==> config.mk <==
export PLATFORM = sky130hd
export DESIGN_NAME = drc_read_ctrl
export DESIGN_NICKNAME = d
export VERILOG_FILES = /design/src/rtl/drc_pkg.sv /design/src/rtl/drc_wait_timer.sv /design/src/rtl/drc_delay_flag.sv /design/src/rtl/drc_seq.sv /design/src/rtl/drc_read_ctrl.sv
export SDC_FILE = /design/constraint.sdc
export NUM_CORES = 1
export LEC_CHECK = 0
export BUFFER_PORTS_ARGS = -buffer_cell sky130_fd_sc_hd__buf_2
export CAP_MARGIN = 20
export CORE_MARGIN = 4
export CORE_UTILIZATION = 57
export DETAILED_ROUTE_END_ITERATION = 12
export MAX_ROUTING_LAYER = met4
export PLACE_DENSITY_LB_ADDON = 0.25
export SYNTH_ARGS = -nofsm -noshare
export SYNTH_HDL_FRONTEND = slang
export SYNTH_SLANG_ARGS = --single-unit
==> constraint.sdc <==
create_clock -name clk -period 4.6 [get_ports clk]
set_input_delay 0.46 -clock clk [delete_from_list [all_inputs] [get_ports clk]]
set_output_delay 0.46 -clock clk [all_outputs]
set_load 0.01 [all_outputs]
==> src/rtl/drc_pkg.sv <==
package drc_pkg;
  typedef enum logic [1:0] {
    ST_IDLE   = 2'd0,
    ST_WAIT   = 2'd1,
    ST_STREAM = 2'd2
  } drc_state_e;

  typedef struct packed {
    logic hold;
    logic retry;
    logic data;
    logic disc;
  } drc_resp_t;
endpackage

==> src/rtl/drc_wait_timer.sv <==
module drc_wait_timer #(
  parameter int SHORT_WAITS = 16,
  parameter int LONG_WAITS  = 32
) (
  input  logic clk,
  input  logic rst,
  input  logic cfg_long,
  input  logic load,
  input  logic inc,
  output logic at_limit
);
  localparam int CNT_W = $clog2(LONG_WAITS + 1);

  logic [CNT_W-1:0] budget_q;
  logic [CNT_W-1:0] cnt_q;

  always_ff @(posedge clk) begin
    if (rst) begin
      budget_q <= cfg_long ? CNT_W'(LONG_WAITS) : CNT_W'(SHORT_WAITS);
      cnt_q    <= '0;
    end else if (load) begin
      cnt_q <= CNT_W'(1);
    end else if (inc) begin
      cnt_q <= cnt_q + CNT_W'(1);
    end
  end

  assign at_limit = (cnt_q >= budget_q);
endmodule

==> src/rtl/drc_delay_flag.sv <==
module drc_delay_flag (
  input  logic clk,
  input  logic rst,
  input  logic set_req,
  input  logic set_retry,
  input  logic clr_done,
  output logic flag
);
  always_ff @(posedge clk) begin
    if (rst)                       flag <= 1'b0;
    else if (set_req || set_retry) flag <= 1'b1;
    else if (clr_done)             flag <= 1'b0;
  end
endmodule

==> src/rtl/drc_seq.sv <==
module drc_seq
  import drc_pkg::*;
(
  input  logic      clk,
  input  logic      rst,
  input  logic      acc_start,
  input  logic      acc_is_io,
  input  logic      acc_end,
  input  logic      fifo_valid,
  input  logic      dly_now,
  input  logic      at_limit,
  output logic      tmr_load,
  output logic      tmr_inc,
  output logic      retry_ev,
  output logic      done_ev,
  output drc_resp_t resp_q
);
  drc_state_e state_q, state_d;
  drc_resp_t  resp_d;
  logic       io_q, io_d;

  always_comb begin
    state_d  = state_q;
    io_d     = io_q;
    resp_d   = '0;
    tmr_load = 1'b0;
    tmr_inc  = 1'b0;
    retry_ev = 1'b0;
    done_ev  = 1'b0;
    unique case (state_q)
      ST_IDLE: begin
        if (acc_start) begin
          io_d = acc_is_io;
          if (fifo_valid) begin
            resp_d.data = 1'b1;
            if (acc_is_io || acc_end) begin
              resp_d.disc = 1'b1;
              done_ev     = 1'b1;
            end else begin
              state_d = ST_STREAM;
            end
          end else if (dly_now) begin
            resp_d.retry = 1'b1;
            retry_ev     = 1'b1;
          end else begin
            resp_d.hold = 1'b1;
            tmr_load    = 1'b1;
            state_d     = ST_WAIT;
          end
        end
      end
      ST_WAIT: begin
        if (fifo_valid) begin
          resp_d.data = 1'b1;
          if (io_q || acc_end) begin
            resp_d.disc = 1'b1;
            done_ev     = 1'b1;
            state_d     = ST_IDLE;
          end else begin
            state_d = ST_STREAM;
          end
        end else if (at_limit) begin
          resp_d.retry = 1'b1;
          retry_ev     = 1'b1;
          state_d      = ST_IDLE;
        end else begin
          resp_d.hold = 1'b1;
          tmr_inc     = 1'b1;
        end
      end
      ST_STREAM: begin
        if (fifo_valid) begin
          resp_d.data = 1'b1;
          if (acc_end) begin
            resp_d.disc = 1'b1;
            done_ev     = 1'b1;
            state_d     = ST_IDLE;
          end
        end else begin
          resp_d.disc = 1'b1;
          done_ev     = 1'b1;
          state_d     = ST_IDLE;
        end
      end
      default: state_d = ST_IDLE;
    endcase
  end

  always_ff @(posedge clk) begin
    if (rst) begin
      state_q <= ST_IDLE;
      io_q    <= 1'b0;
      resp_q  <= '0;
    end else begin
      state_q <= state_d;
      io_q    <= io_d;
      resp_q  <= resp_d;
    end
  end
endmodule

==> src/rtl/drc_read_ctrl.sv <==
module drc_read_ctrl
  import drc_pkg::*;
#(
  parameter int SHORT_WAITS = 16,
  parameter int LONG_WAITS  = 32
) (
  input  logic clk,
  input  logic rst,
  input  logic cfg_long_wait,
  input  logic acc_start,
  input  logic acc_is_io,
  input  logic acc_end,
  input  logic dly_req,
  input  logic fifo_valid,
  output logic rd_wait,
  output logic rd_retry,
  output logic rd_data,
  output logic rd_disc,
  output logic dly_active
);
  logic      tmr_load, tmr_inc, at_limit;
  logic      retry_ev, done_ev;
  drc_resp_t resp;

  drc_wait_timer #(
    .SHORT_WAITS(SHORT_WAITS),
    .LONG_WAITS (LONG_WAITS)
  ) u_timer (
    .clk      (clk),
    .rst      (rst),
    .cfg_long (cfg_long_wait),
    .load     (tmr_load),
    .inc      (tmr_inc),
    .at_limit (at_limit)
  );

  drc_delay_flag u_flag (
    .clk       (clk),
    .rst       (rst),
    .set_req   (dly_req),
    .set_retry (retry_ev),
    .clr_done  (done_ev),
    .flag      (dly_active)
  );

  drc_seq u_seq (
    .clk        (clk),
    .rst        (rst),
    .acc_start  (acc_start),
    .acc_is_io  (acc_is_io),
    .acc_end    (acc_end),
    .fifo_valid (fifo_valid),
    .dly_now    (dly_active | dly_req),
    .at_limit   (at_limit),
    .tmr_load   (tmr_load),
    .tmr_inc    (tmr_inc),
    .retry_ev   (retry_ev),
    .done_ev    (done_ev),
    .resp_q     (resp)
  );

  assign rd_wait  = resp.hold;
  assign rd_retry = resp.retry;
  assign rd_data  = resp.data;
  assign rd_disc  = resp.disc;
endmodule

* Word-level counts from Yosys, hierarchy flattened
Cells that the tools add are included.
** Word-level totals
- Register bits after elaboration :: 20
** Operators by class
- Add/subtract/negate cells :: 1
- Order comparisons :: 1
- Eq/ne operators :: 7
- Mux-type cells :: 44
- Bitwise gates (word level) :: 1
- Reduce and logical (&&, ||, !) cells :: 9
** Operators by type and width (count)
- 2-bit two-way mux :: 13
- 1-bit two-way mux :: 24
- 3-bit inequality test (second input constant) :: 4
- 2-bit one-hot mux with 3 select lines :: 2
- 6-bit by 1-bit adder with 6-bit output (second input constant) :: 1
- 6-bit greater-or-equal comparator :: 1
- 6-bit two-way mux :: 1
- 5-bit AND reduction :: 1
- 4-bit two-way mux :: 1
- 2-bit one-hot mux with 2 select lines :: 1
- 2-bit nonzero test :: 2
- 1-bit logical OR :: 3
- 1-bit one-hot mux with 3 select lines :: 1
- 2-bit by 1-bit == test with 1-bit output (second input constant) :: 1
- 2-bit == test (second input constant) :: 1
- 2-bit logical NOT :: 1
- 2-bit inequality test (second input constant) :: 1
- 1-bit one-hot mux with 2 select lines :: 1
- 2-bit AND reduction :: 1
- 2-bit OR reduction :: 1
- 1-bit bitwise OR :: 1

* Logic depth before layout (Yosys ltp)
Gate-level depths: netlist (run 1).
- Depth in word-level cells :: 7
- Depth in mapped cells :: 6
- Gate-level depth less buffers :: 6

* Cells and area by module
A second synthesis (run 1) with hierarchy kept.
** Unflattened totals
- Cell total of the unflattened synthesis :: 79
- Area, all modules :: 777.0 um^2
** By module, submodules not included
- drc_wait_timer :: instances 1, cells an instance 39, area an instance 384.1 um^2, sequential area each 180.2 um^2
- drc_seq :: instances 1, cells an instance 35, area an instance 351.6 um^2, sequential area each 140.1 um^2
- drc_delay_flag :: instances 1, cells an instance 4, area an instance 35.0 um^2, sequential area each 20.0 um^2
- drc_read_ctrl :: instances 1, cells an instance 1, area an instance 6.3 um^2, sequential area each 0.0 um^2

* Least setup slack after synthesis (run 1)
Ideal clock, no wire load.
- Path type :: reg-to-reg
- Start point :: reg u_timer.budget_q[5]
- End point :: reg u_timer.cnt_q[5]
- Library setup time :: 0.070 ns
- Arrival :: 1.873 ns
- Required time :: 4.530 ns
- Setup slack :: 2.658 ns
- Cell stages (with the launch flop) :: 7
- Buffers on the path :: 0
- Period minus slack after synthesis :: 1.942 ns
- Path through :: edfxtp_1 > inv_1 > ha_1 > nor2b_1 > or4b_4 > or4_1 > a21oi_1
** Between the ends
- Cells in the longest elaborated chain, start to end :: 4
** Ends and longest elaborated chain
- start: declaration :: RTL line drc_wait_timer.sv:14 : logic [CNT_W-1:0] budget_q;
- start signal: assignment :: RTL line drc_wait_timer.sv:19 : budget_q <= cfg_long ? CNT_W'(LONG_WAITS) : CNT_W'(SHORT_WAITS);
- 6-bit greater-or-equal comparator :: RTL line drc_wait_timer.sv:28 : assign at_limit = (cnt_q >= budget_q);
- 1-bit two-way mux :: RTL line drc_seq.sv:62 : end else if (at_limit) begin
- 1-bit two-way mux :: RTL line drc_seq.sv:53 : if (fifo_valid) begin
- 1-bit two-way mux :: RTL line drc_seq.sv:30 : unique case (state_q)
- end signal: assignment :: RTL line drc_wait_timer.sv:24 : cnt_q <= cnt_q + CNT_W'(1);
- end: declaration :: RTL line drc_wait_timer.sv:15 : logic [CNT_W-1:0] cnt_q;
No other way between the ends.
A chain may end at the register's enable or synchronous reset.

* Final worst setup path (run 1)
Ends and elaborated chain as after synthesis.

==> run summary, run 1 <==
Drt drc: 0
Post-CTS setup buffers: 0
Total core area: 1301 um2
Count leader, synth: dfxtp_1
Dpl ws: 2.583 ns
Die Height: 45.31 um
Final nets: 113
CP Launch Type: flop
Final instance area: 875.8 um2
Unrepaired setup endpoints after global routing: false
Internal power: 192.5 uW
Total gr overflow: 0
Average footprint of a synthesized cell: 9.224 um2
Placed cell area: 849.6 um2
Sw power: 63.67 uW
Clk slew on worst S/H paths: 0.09 ns
Worst Skew: 0.009204 ns
Final setup viols: 0
Initial Utilization: 60.96%
Rel. slew slack: 57.14%
Final hold vios: 0
Cts hold-fix bufs: 0
Post-synth EDFFs: 2
Initial DRC count: 44
Die area: 2053 um2
Crit path DAT: 2.27 ns
Vias: 686
Reg power frac: 58.9%
CTS tree: done
Top-area cell type share of the netlist area: 35.33%
Diodes inserted: 0
First-pass iteration count of the detailed router: 4
Width of the die: 45.31 um
LEAKAGE: 0.0003402 uW
Clk Latency, worst-skew pair: 0.29 ns
GRT Util Overall: 18.06%
Root buf cell: clkbuf_4
WP data required: 4.82 ns
Final Power: 256.2 uW
Flops & latches, synth: 16
Largest net degree at the start of global routing: 11
Sw frac: 24.85%
First-pass GRT wire length: 2518 um
Hold_ws: 0.3593 ns
Library cells used by synthesis: 30
Asr flop ratio synth: 0%
Clk pwr share: 30.4%
Tmin final: 2.047 ns
Total of max-cap violations: 0
Number of global-route vias before repair: 635
Fin crit share: 44.49%
Crit end category: flop
Mapped Cells: 86
Synth area leaders: dfxtp_1 35%, edfxtp_1 7.6%, ha_1 6.3%
Crit path max fanout: 6
Detailed placement HPWL: 1104 um
R2R setup slack: 2.55 ns
CTS resizes: 0
Combinational Power Share: 10.6%
Status: completed
Share of post-route cells with drive strength above 1: 19.00%
Setup CP Type: flop to flop
Final Max Slew Viols: 0
Worst vdd ir: 0.1774 mV
Layout area overhead: 10.41%
Most frequent cells after synthesis: 14 x dfxtp_1, 8 x inv_1, 7 x a21oi_1, 7 x nand2_1, 5 x o21ai_0
Setup ws final: 2.553 ns
Gpl congestion: 0.7752
Register area share after synthesis: 42.90%
YS warnings: 0
Mapped cell area: 793.3 um2
Number of buffers created by CTS: 3
Setup_tns: 0 ns
Initial antenna violation count: 0
Port Buffers: 12
Worst Tran Pin Value: 0.6415 ns
PwrDens: 292.5 nW/um2
Final wirelength: 1510 um
H-tree depth: 1
Clock Sinks: 16
Synth Flop Type: dfxtp_1
Largest area contributor in the netlist: dfxtp_1
Cell row count: 13
# IOs: 13
Syn nets: 98
Final ANT Viol Nets: 0
Hold Crit Class: input port to flop
WL/cell: 13.13 um
Clock Path Buffers: 2
Fmax: 488.6 MHz
DR vias/cell: 5.965
[layout make-up]
class | instances | area [um2]
sequential | 16 | 340.3
tap | 15 | 18.77
inverter | 8 | 30.03
clock buffer | 4 | 26.28
multi-input combinational | 60 | 400.4
fill | 113 | 425.4
timing repair buffer | 12 | 60.06
[path summary, 6_finish.rpt]
path,endpoint,cells after the start,start
hold reg to reg,u_timer.cnt_q[5],2,u_timer.cnt_q[5]
hold / removal,u_timer.budget_q[5],1,cfg_long_wait
setup / recovery,u_timer.cnt_q[5],6,u_timer.budget_q[5]
setup reg to reg,u_timer.cnt_q[5],6,u_timer.budget_q[5]
[routing by layer]
metal	GRT usage [%]	wire [um]	part of all wire (%)
met5	-	0	0
met4	12.28	48	3.2
met3	3.586	103	6.8
met2	25.99	642	43
met1	22.49	715	47
[power by group through the flow]
stage | combinational, uW | sequential, uW | clock [uW]
floorplan | 16.2 | 154 | 0
global placement | 26.9 | 154 | 0
detailed placement | 26.9 | 154 | 0
CTS | 27.3 | 151 | 80.9
global route | 31.1 | 152 | 85.9
finish | 27.3 | 151 | 78.0
[cell usage in the layout (no fill, tap or decap), drive strengths merged, types with 3 or more instances in the layout]
master,netlist,final
dfxtp,14,14
nor3b,3,3
nand2,7,7
nor2b,3,3
nor3,3,3
a211oi,4,4
or3,3,3
inv,8,8
buf,2,12
ha,4,4
o21ai,5,5
clkbuf,0,4
a21oi,7,7
[cells by family after synthesis]
| logic type | Yosys count | synth area share (%) |
|---|---|---|
| mux | 1 | 1.262 |
| compound gates | 25 | 20.35 |
| buf+inv | 10 | 6.625 |
| flops | 16 | 42.90 |
| simple gates | 30 | 22.56 |
| fa+ha+maj | 4 | 6.309 |
[flip-flops by register name, indices dropped and copies added, names as in the netlist]
| register | flops |
|---|---|
| u_seq.resp_q | 4 |
| u_timer.cnt_q | 6 |
| u_flag.flag | 1 |
| u_seq.state_q | 2 |
| u_seq.io_q | 1 |
| u_timer.budget_q | 2 |
[metrics by stage]
step	utilization [%]	cells
2_1_floorplan	-	86
3_3_place_gp	65.29	111
3_5_place_dp	65.29	111
4_1_cts	67.31	115
5_1_grt	67.31	115
6_report	67.31	115
[worst max-delay path, stage by stage (launching register included)]
cell	delay (ns)
edfxtp_1	0.37
inv_1	0.06
ha_1	0.22
nor2b_1	0.16
or4b_4	0.51
or4_1	0.51
a21oi_1	0.14
Note: power is estimated with default switching activity, not from simulation.
==> run 2, diff against run 1 <==
--- a/config.mk
+++ b/config.mk
@@ -5,10 +5,12 @@
 export SDC_FILE = /design/constraint.sdc
 export NUM_CORES = 1
 export LEC_CHECK = 0
+export ABC_AREA = 1
 export BUFFER_PORTS_ARGS = -buffer_cell sky130_fd_sc_hd__buf_2
 export CAP_MARGIN = 20
+export CORE_ASPECT_RATIO = 1.2
 export CORE_MARGIN = 4
-export CORE_UTILIZATION = 57
+export CORE_UTILIZATION = 49
 export DETAILED_ROUTE_END_ITERATION = 12
 export MAX_ROUTING_LAYER = met4
 export PLACE_DENSITY_LB_ADDON = 0.25
==> constraint.sdc (replaced) <==
create_clock -name clk -period 1.7 [get_ports clk]
set_input_delay 0.17 -clock clk [delete_from_list [all_inputs] [get_ports clk]]
set_output_delay 0.17 -clock clk [all_outputs]
set_load 0.01 [all_outputs]
==> run 2 against run 1 <==
Net effect:
- sequential power rose to 2.7 times the previous value
- critical path depth up 1
- clock power rose to 2.6 times the previous value
- clock skew down 0.0071 ns
- utilization down 5.9 points
- power rose to 3.0 times the previous value
- synthesized area up 9.6%
- worst hold slack worse by 0.29 ns
- largest cell class unchanged
- largest power group unchanged
==> run summary, run 2 <==
Status: completed (unchanged)
Largest register FFs: 6 (unchanged)
Flops & latches, synth: 16 (unchanged)
Total gr overflow: 0 (unchanged)
GRT Util Overall: 16.69% (was 18.06%)
Post-synth EDFFs: 2 (unchanged)
Initial antenna violation count: 0 (unchanged)
Final hold vios: 0 (unchanged)
Max incr delay on CP: 0.36 ns (was 0.51 ns)
Most frequent cells after synthesis: 35 x nand2_1, 16 x inv_1, 14 x dfxtp_1, 14 x nor2_1, 8 x a21oi_1 (was 14 x dfxtp_1, 8 x inv_1, 7 x a21oi_1, 7 x nand2_1, 5 x o21ai_0)
Gpl congestion: 0.8329 (was 0.7752)
Initial Utilization: 52.33% (was 60.96%)
Register area share after synthesis: 39.14% (was 42.90%)
Root buf cell: clkbuf_4 (unchanged)
# fillers: 153 (was 113)
Drt drc: 0 (unchanged)
Detailed placement HPWL: 1295 um (was 1104 um)
Worst Skew: 0.002080 ns (was 0.009204 ns)
Unrepaired setup endpoints after global routing: false (unchanged)
Initial DRC count: 16 (was 44)
Worst vdd ir: 0.6111 mV (was 0.1774 mV)
Worst Tran Pin Value: 0.2373 ns (was 0.6415 ns)
Top-area cell type share of the netlist area: 32.23% (was 35.33%)
Crit path DAT: 1.74 ns (was 2.27 ns)
Hold_sp: cfg_long_wait (unchanged)
First-pass iteration count of the detailed router: 4 (unchanged)
Total of max-cap violations: 0 (unchanged)
Registers with the most flip-flops: u_timer.cnt_q x6, u_seq.resp_q x4 (unchanged)
Critical R2R Capture: u_timer.cnt_q[0] (was u_timer.cnt_q[5])
Clock Path Buffers: 2 (unchanged)
Hold Crit Class: input port to flop (unchanged)
Fin crit share: 89.42% (was 44.49%)
CTS tree: done (unchanged)
Mapped cell area: 869.6 um2 (was 793.3 um2)
# IOs: 13 (unchanged)
Layout area overhead: 17.27% (was 10.41%)
Worst R2R Start: u_timer.cnt_q[5] (was u_timer.budget_q[5])
Final Max Slew Viols: 0 (unchanged)
Synth area leaders: dfxtp_1 32%, nand2_1 15%, edfxtp_1 6.9% (was dfxtp_1 35%, edfxtp_1 7.6%, ha_1 6.3%)
Crit path cell chain: ha_1 -> a21oi_2 -> nand3_4 -> buf_4 -> nand2_2 -> nand2_2 -> a21oi_2 (was inv_1 -> ha_1 -> nor2b_1 -> or4b_4 -> or4_1 -> a21oi_1)
YS warnings: 0 (unchanged)
Diodes inserted: 0 (unchanged)
Clk Latency, worst-skew pair: 0.28 ns (was 0.29 ns)
Cell row count: 16 (was 13)
Worst Hold End: u_timer.budget_q[5] (unchanged)
Syn nets: 133 (was 98)
Fmax: 657.9 MHz (was 488.6 MHz)
Synth Flop Type: dfxtp_1 (unchanged)
Largest net degree at the start of global routing: 13 (was 11)
WP data required: 1.92 ns (was 4.82 ns)
WL/cell: 10.74 um (was 13.13 um)
R2R setup slack: 0.18 ns (was 2.55 ns)
Final nets: 154 (was 113)
Worst path slowest cell: dfxtp_1 (was or4b_4)
Total core area: 1662 um2 (was 1301 um2)
Number of buffers created by CTS: 3 (unchanged)
Crit path max fanout: 7 (was 6)
Share of post-route cells with drive strength above 1: 23.40% (was 19.00%)
Most frequent cells in the layout: 35 x nand2_1, 16 x inv_1, 14 x nor2_1, 14 x dfxtp_1, 12 x buf_2 (was 14 x dfxtp_1, 12 x buf_2, 8 x inv_1)
PwrDens: 753.7 nW/um2 (was 292.5 nW/um2)
Port Buffers: 12 (unchanged)
Library cells used by synthesis: 24 (was 30)
Count leader, synth: nand2_1 (was dfxtp_1)
Mapped Cells: 121 (was 86)
Final ANT Viol Nets: 0 (unchanged)
Final setup viols: 0 (unchanged)
Width of the die: 46.46 um (was 45.31 um)
Largest Register: u_timer.cnt_q (unchanged)
Setup CP Type: flop to flop (unchanged)
Hold path depth: 1 (unchanged)
Commonest non-fill, non-tap cell in the layout: nand2_1 (was dfxtp_1)
Rel. slew slack: 84.01% (was 57.14%)
Dpl ws: 0.04128 ns (was 2.583 ns)
Crit end category: flop (unchanged)
Setup ws final: 0.1799 ns (was 2.553 ns)
Average footprint of a synthesized cell: 7.187 um2 (was 9.224 um2)
Die Height: 54.15 um (was 45.31 um)
First-pass GRT wire length: 2932 um (was 2518 um)
CP Launch Type: flop (unchanged)
Clk slew on worst S/H paths: 0.09 ns (about the same)
Tmin final: 1.520 ns (was 2.047 ns)
Final wirelength: 1707 um (was 1510 um)
Setup_tns: 0 ns (unchanged)
DR vias/cell: 4.950 (was 5.965)
R2r worst-path depth: 7 (was 6)
Largest area contributor in the netlist: dfxtp_1 (unchanged)
Asr flop ratio synth: 0% (unchanged)
LEAKAGE: 0.0004934 uW (was 0.0003402 uW)
H-tree depth: 1 (unchanged)
Number of global-route vias before repair: 769 (was 635)
Vias: 787 (was 686)
Die area: 2515 um2 (was 2053 um2)
Clock Sinks: 16 (unchanged)
run 2: cell families after synthesis:
logic type	Yosys count	synth area share, %
adders and majority gates	4	5.756
and+or+nand+nor	65	32.81
DFF	16	39.14
AOI/OAI and AO/OA	14	10.22
xor gates and xnor gates	3	3.022
buffers and inverters	19	9.064
run 2: timing repair:
item	CTS	global route
endpoints found under the setup margin	0	5
hold buffers	0	0
buffers inserted	0	4
gates resized for setup	0	3
run 2: worst max path at each step:
| stage | from | end | slack, ns | cells after the start |
|---|---|---|---|---|
| after floorplan | u_timer.budget_q[5] | u_timer.cnt_q[1] | 0.35 | 7 |
| after global placement | u_timer.cnt_q[5] | u_timer.cnt_q[3] | 0.11 | 7 |
| after detailed placement | u_timer.cnt_q[5] | u_timer.cnt_q[3] | 0.04 | 6 |
| after CTS | u_timer.cnt_q[5] | u_timer.cnt_q[3] | 0.03 | 6 |
| after global routing | u_timer.cnt_q[4] | u_timer.cnt_q[3] | 0.09 | 10 |
| final | u_timer.cnt_q[5] | u_timer.cnt_q[0] | 0.18 | 7 |
run 2: worst max-delay path: cells and delay by family, from the launching register on:
family | cells | cell delay, ns
compound gates | 2 | 0.32
fa+ha+maj | 1 | 0.34
buf+inv | 1 | 0.18
flops | 1 | 0.36
simple gates | 3 | 0.26
run 2: layout make-up:
class	instances	area, um2	area share, %
Clock inverter	1	3.754	0.3681
Multi-Input combinational cell	86	461.7	45.28
Clock buffer	3	22.52	2.209
Sequential cell	16	340.3	33.37
Tap cell	18	22.52	2.209
Inverter	18	71.32	6.994
Timing Repair Buffer	17	97.59	9.571
run 2: metrics by stage:
stage                     hold slack, ns  total power, uW  instance area (um2)  util (%)  instances
after global placement            0.3620            565.2                948.4     57.08        151
after CTS                        0.07046            771.8                974.7     58.66        155
after global routing             0.04369            833.6                 1020     61.37        159
after detailed placement          0.3686            568.3                948.4     57.08        151
after floorplan                   0.2324            522.1                869.6         -        121
final                            0.07267            768.6                 1020     61.37        159
run 2: where the power goes:
group	switching [uW]	internal [uW]	total (uW)
registers	11.4	404	415
logic	92.3	56.3	149
clock network	120	85.2	205
run 2: layer usage:
layer  track usage, %  wire length (um)
met3            3.344                56
met5                -                 0
met4            10.43                18
met1            18.07               790
met2            27.29               841
